`config.mk`:
```
export PLATFORM = sky130hd
export DESIGN_NAME = barrier_sense
export DESIGN_NICKNAME = d
export VERILOG_FILES = /design/src/rtl/barrier_sense.sv
export SDC_FILE = /design/constraint.sdc
export NUM_CORES = 1
export LEC_CHECK = 0
export BUFFER_PORTS_ARGS = -buffer_cell sky130_fd_sc_hd__clkbuf_2
export CORE_UTILIZATION = 50
export CTS_CLUSTER_DIAMETER = 50
export CTS_CLUSTER_SIZE = 14
export DETAILED_ROUTE_END_ITERATION = 10
export HOLD_SLACK_MARGIN = 0.05
export PLACE_DENSITY_LB_ADDON = 0.25
export RECOVER_POWER = 100
export SETUP_SLACK_MARGIN = 0.1
export SLEW_MARGIN = 20
export SYNTH_ARGS = -nofsm -noshare
export SYNTH_HDL_FRONTEND = slang
export SYNTH_SLANG_ARGS = --single-unit
```
`constraint.sdc`:
```
create_clock -name clk -period 5.73 [get_ports clk]
set_input_delay 0.573 -clock clk [delete_from_list [all_inputs] [get_ports clk]]
set_output_delay 0.573 -clock clk [all_outputs]
set_load 0.02 [all_outputs]
```
`src/rtl/barrier_sense.sv`:
```
module barrier_sense #(
  parameter int N = 8,
  localparam int CW = $clog2(N + 1)
) (
  input  logic         clk,
  input  logic         rst_n,
  input  logic [N-1:0] en_i,
  input  logic [N-1:0] arrive_i,
  output logic [N-1:0] release_o,
  output logic [N-1:0] err_o,
  output logic         sense_o
);

  function automatic logic [CW-1:0] ones(input logic [N-1:0] v);
    logic [CW-1:0] s;
    s = '0;
    for (int k = 0; k < N; k++) s = s + CW'(v[k]);
    return s;
  endfunction

  logic [CW-1:0] cnt;
  logic [CW-1:0] target;
  logic [CW:0]   total;
  logic          gsense;
  logic          done;
  logic [N-1:0]  psense;
  logic [N-1:0]  waiting;
  logic [N-1:0]  take;

  assign waiting = (psense ^ {N{gsense}}) & en_i;
  assign take    = arrive_i & en_i & ~waiting;
  assign target  = ones(en_i);
  assign total   = {1'b0, cnt} + {1'b0, ones(take)};
  assign done    = (target != '0) && (total == {1'b0, target});

  always_ff @(posedge clk or negedge rst_n) begin
    if (!rst_n) begin
      cnt    <= '0;
      gsense <= 1'b0;
      psense <= '0;
      err_o  <= '0;
    end else begin
      err_o <= arrive_i & en_i & waiting;
      cnt   <= done ? '0 : total[CW-1:0];
      if (done) gsense <= ~gsense;
      for (int i = 0; i < N; i++) begin
        if (!en_i[i])     psense[i] <= done ? ~gsense : gsense;
        else if (take[i]) psense[i] <= ~psense[i];
      end
    end
  end

  assign release_o = ~(psense ^ {N{gsense}});
  assign sense_o   = gsense;

endmodule

```
-- After elaboration in Yosys (flattened, before gate mapping)
Cells that the tools add are included.
- logic and storage cells: 71
- input bits: 18
- flip-flop bits (word level): 21
- output and inout bits: 17
- add/sub/neg operators: 15
- reduce and logical (&&, ||, !) cells: 2
- bitwise logic cells: 16
- equal/unequal tests: 9
- mux-type cells: 18
- operators with widths (kind ; count):
    4-bit by 1-bit adder with 4-bit output ; 8
    8-bit AND ; 4
    1-bit 2-to-1 mux ; 17
    2-bit by 1-bit != test with 1-bit output, second input constant ; 8
    8-bit NOT ; 2
    1-bit NOT ; 9
    3-bit by 1-bit adder with 4-bit output ; 2
    8-bit bitwise XOR ; 1
    2-bit by 1-bit adder with 3-bit output ; 2
    4-bit by 4-bit adder with 5-bit output ; 1
    5-bit by 4-bit equality test with 1-bit output ; 1
    1-bit by 1-bit adder with 2-bit output ; 2
    4-bit 2-to-1 mux ; 1
    4-bit nonzero test ; 1
    1-bit logical AND ; 1

-- Depth between registers and ports, before layout
- depth in word-level cells: 16
- mapped depth: 18

-- Worst setup path after synthesis
Ideal clock, no wire load.
- kind: reg2reg
- from: reg gsense (netlist: sense_o)
- to: reg psense[0]
- cell stages (with the launch flop): 19
- buffers on the path: 3
- data required time: 5.626 ns
- data arrival time: 5.703 ns
- slack: -0.077 ns
- path through: dfrtp_1 > clkbuf_1 > clkbuf_1 > xnor2_1 > and3_1 > fa_1 > inv_1 > fa_1 > inv_1 > fa_1 > fa_1 > inv_1 > fa_1 > xnor2_1 > or3_1 > a211o_1 > buf_6 > o41a_1 > a221oi_1
- cells in the longest elaborated chain, start to end: 16
- RTL lines (item ; line ; RTL):
    from (decl) ; 24 ; logic gsense;
    from (signal assigned) ; 45 ; if (done) gsense <= ~gsense;
    8-bit bitwise XOR ; 30 ; assign waiting = (psense ^ {N{gsense}}) & en_i;
    8-bit AND ; 30 ;
    8-bit NOT ; 31 ; assign take = arrive_i & en_i & ~waiting;
    8-bit AND ; 31 ;
    1-bit by 1-bit adder with 2-bit output ; 17 ; for (int k = 0; k < N; k++) s = s + CW'(v[k]);
    2-bit by 1-bit adder with 3-bit output ; 17 ;
    3-bit by 1-bit adder with 4-bit output ; 17 ;
    4-bit by 1-bit adder with 4-bit output (4 in a row) ; 17 ;
    4-bit by 4-bit adder with 5-bit output ; 33 ; assign total = {1'b0, cnt} + {1'b0, ones(take)};
    5-bit by 4-bit equality test with 1-bit output ; 34 ; assign done = (target != '0) && (total == {1'b0, target});
    1-bit logical AND ; 34 ;
    1-bit 2-to-1 mux (2 in a row) ; 47 ; if (!en_i[i]) psense[i] <= done ? ~gsense : gsense;
    to (signal, indexed assignment) ; 47 ;
    to (signal, indexed assignment) ; 48 ; else if (take[i]) psense[i] <= ~psense[i];
    to (decl) ; 26 ; logic [N-1:0] psense;
Parallel ways exist; a longest one is shown, timed or not.
A chain may end at the register's enable or synchronous reset.

-- Worst setup path in the final report
Same ends and word-level chain as after synthesis.

==> results.tsv <==
metric	value	unit
run_status	finished, final reports clean	
wl	4.520	mm
critPathRequiredTime	5.96	ns
htree_levels	1	
hpwl	3.456	mm
fmax	0.1840	GHz
grt_max_degree	22	
clk_path_buf_depth	2	
vias	1650	
start_util	0.5445	
antenna_left	0	
setup_tns	0	ns
multi_input_area	1105	sq um
dieHeight	60.83	um
final_common_cell	dfrtp_1	
grt_pass1_wl	7.734	mm
first_pass_iters	4	
drive_above_1_share	0.1126	
port_buffers	34	
synth_top_area_cell	dfrtp_1	
clock-sinks	21	
hold_ws	0.4398	ns
drc	0	
num_rows	20	
hp-class	input pin to async pin	
routabilityCongestion	0.8529	
crit_type	flop to flop	
diodes	0	
hold_violations	0	
async_flop_share	1.000	
syn_avg_cell_area	9.107	sq um
clock_latency	0.32	ns
holdBufCountCts	0	
vias_per_cell	6.203	
fill_cells	307	
slew_headroom	0.2314	
drv_cap	0	
synthTopCellsByArea	dfrtp_1, fa_1, ha_1, xnor2_1, inv_1	
syn_inst	190	
antenna_found_initial	0	
synth_edf_count	0	
die_w	60.83	um
finalSetupViolations	0	
layout.nets	259	
root_buffer	clkbuf_4	
overflow	0	
post_synth_instance_area	1730	sq um
first_iter_violations	73	
ys_ff_latch	21	
cp-start-kind	flop	
yosysTopAreaCellShare	0.3037	
cp.arrival	5.66	ns
yosys_warnings	0	
min_period	5.435	ns
cts.clk_slew.worst_paths	0.13	ns
area_growth	11.86	%
ys.flop_type	dfrtp_1	
grtUsageTotal	0.2848	
synth_nets	226	
post-route-period-util	0.9485	
layout_common_cells	dfrtp_1, clkbuf_1, inv_1, nor2_1, clkbuf_2	
numCtsBuffers	3	
cts_tree	built	
endpoint_kind	flop	
die_area	3700	sq um
drt-wirelength-per-cell	16.99	um
fin_skew	0.001647	ns
ys_seq_area_frac	0.3037	
boundaryPins	35	
seqCellArea	525.5	sq um
cp_max_fo	10	
yosys.cell_types.count	38	
grt_pass1_vias	1667	
rsz0062_at_grt	no	
worst_pin_slew	1.153	ns
core_area	3178	sq um
slew_viol_final	0	
## path summary, 6_finish.rpt
path | from | endpoint | slack [ns] | cells past startpoint
setup / recovery | sense_o$_DFF_PN0_ | psense[0]$_DFFE_PN0P_ | 0.29 | 15
hold / removal | rst_n | err_o[3]$_DFF_PN0_ | 0.44 | 1
setup reg to reg | sense_o$_DFF_PN0_ | psense[0]$_DFFE_PN0P_ | 0.29 | 15
hold reg to reg | psense[1]$_DFFE_PN0P_ | err_o[1]$_DFF_PN0_ | 0.61 | 2
max in group asynchronous | rst_n | psense[6]$_DFFE_PN0P_ | 4.61 | 1
min in group clk | arrive_i[1] | err_o[1]$_DFF_PN0_ | 0.47 | 3
## metal layers
metal  global-route usage  vias up  wire length [um]
li1                     -      763                 -
met1               0.3700      795              1929
met2               0.4662       76              2151
met3              0.04264       16               297
met4               0.1364        0               142
met5                    0        -                 0
## worst max-delay path, cell delays in order (launching register included)
cell and delay, ns:
dfrtp_1 0.51, xnor2_1 0.20, and3_1 0.22, fa_1 0.50, inv_1 0.05, fa_1 0.53
inv_1 0.06, fa_1 0.50, fa_1 0.49, inv_1 0.09, fa_1 0.45, xnor2_1 0.15
or3_1 0.38, a211o_2 0.43, o41a_1 0.48, a221oi_1 0.31
## area by class of cell
cell class	count	area share
multi-input cells	144	0.5708
flip-flops and latches	21	0.2715
repair buffers	36	0.08209
inverters	17	0.03297
well taps	44	0.02844
clock buffers	3	0.01164
clock inverters	1	0.002586
## registers in the layout, indices dropped and copies added, names as in the netlist
name	flops
psense	8
sense_o	1
err_o	8
cnt	4
## through the flow
step	worst slack (ns)	instances	util	cell area, sq um
3_5_place_dp	0.3518	262	0.6083	1933
6_report	0.2949	266	0.6091	1936
4_1_cts	0.2919	266	0.6169	1961
3_3_place_gp	0.4729	262	0.6083	1933
2_1_floorplan	0.1265	190	-	1734
5_1_grt	0.06902	266	0.6091	1936
## synthesized netlist by cell type (2+ instances only)
cell type / number
nand3_1: 11
nand3b_1: 5
and3_1: 6
ha_1: 9
clkbuf_1: 5
dfrtp_1: 21
buf_1: 2
a211o_1: 3
a21oi_1: 3
a21o_1: 3
a211oi_1: 3
o41ai_1: 7
o21ai_0: 6
nand4_1: 2
nor3_1: 3
nor2b_1: 2
inv_1: 17
xnor2_1: 11
nor4_1: 6
nor2_1: 17
fa_1: 9
nand2_1: 15
xor2_1: 3
a41oi_1: 5
a221oi_1: 3
## kinds of logic after synthesis
group,share of synthesized area
flops,0.3037
fa+ha+maj,0.1692
xor+xnor,0.07086
buf+inv,0.05857
compound gates,0.1880
simple gates,0.2097
## timing repair
item | 4_1_cts | 5_1_grt
endpoints found under the setup margin | 0 | 2
buffers inserted | 0 | 0
gates resized for setup | 0 | 2
Power is not shown: default switching activity piles up to over one toggle a cycle in this logic, so the estimate is an artifact.
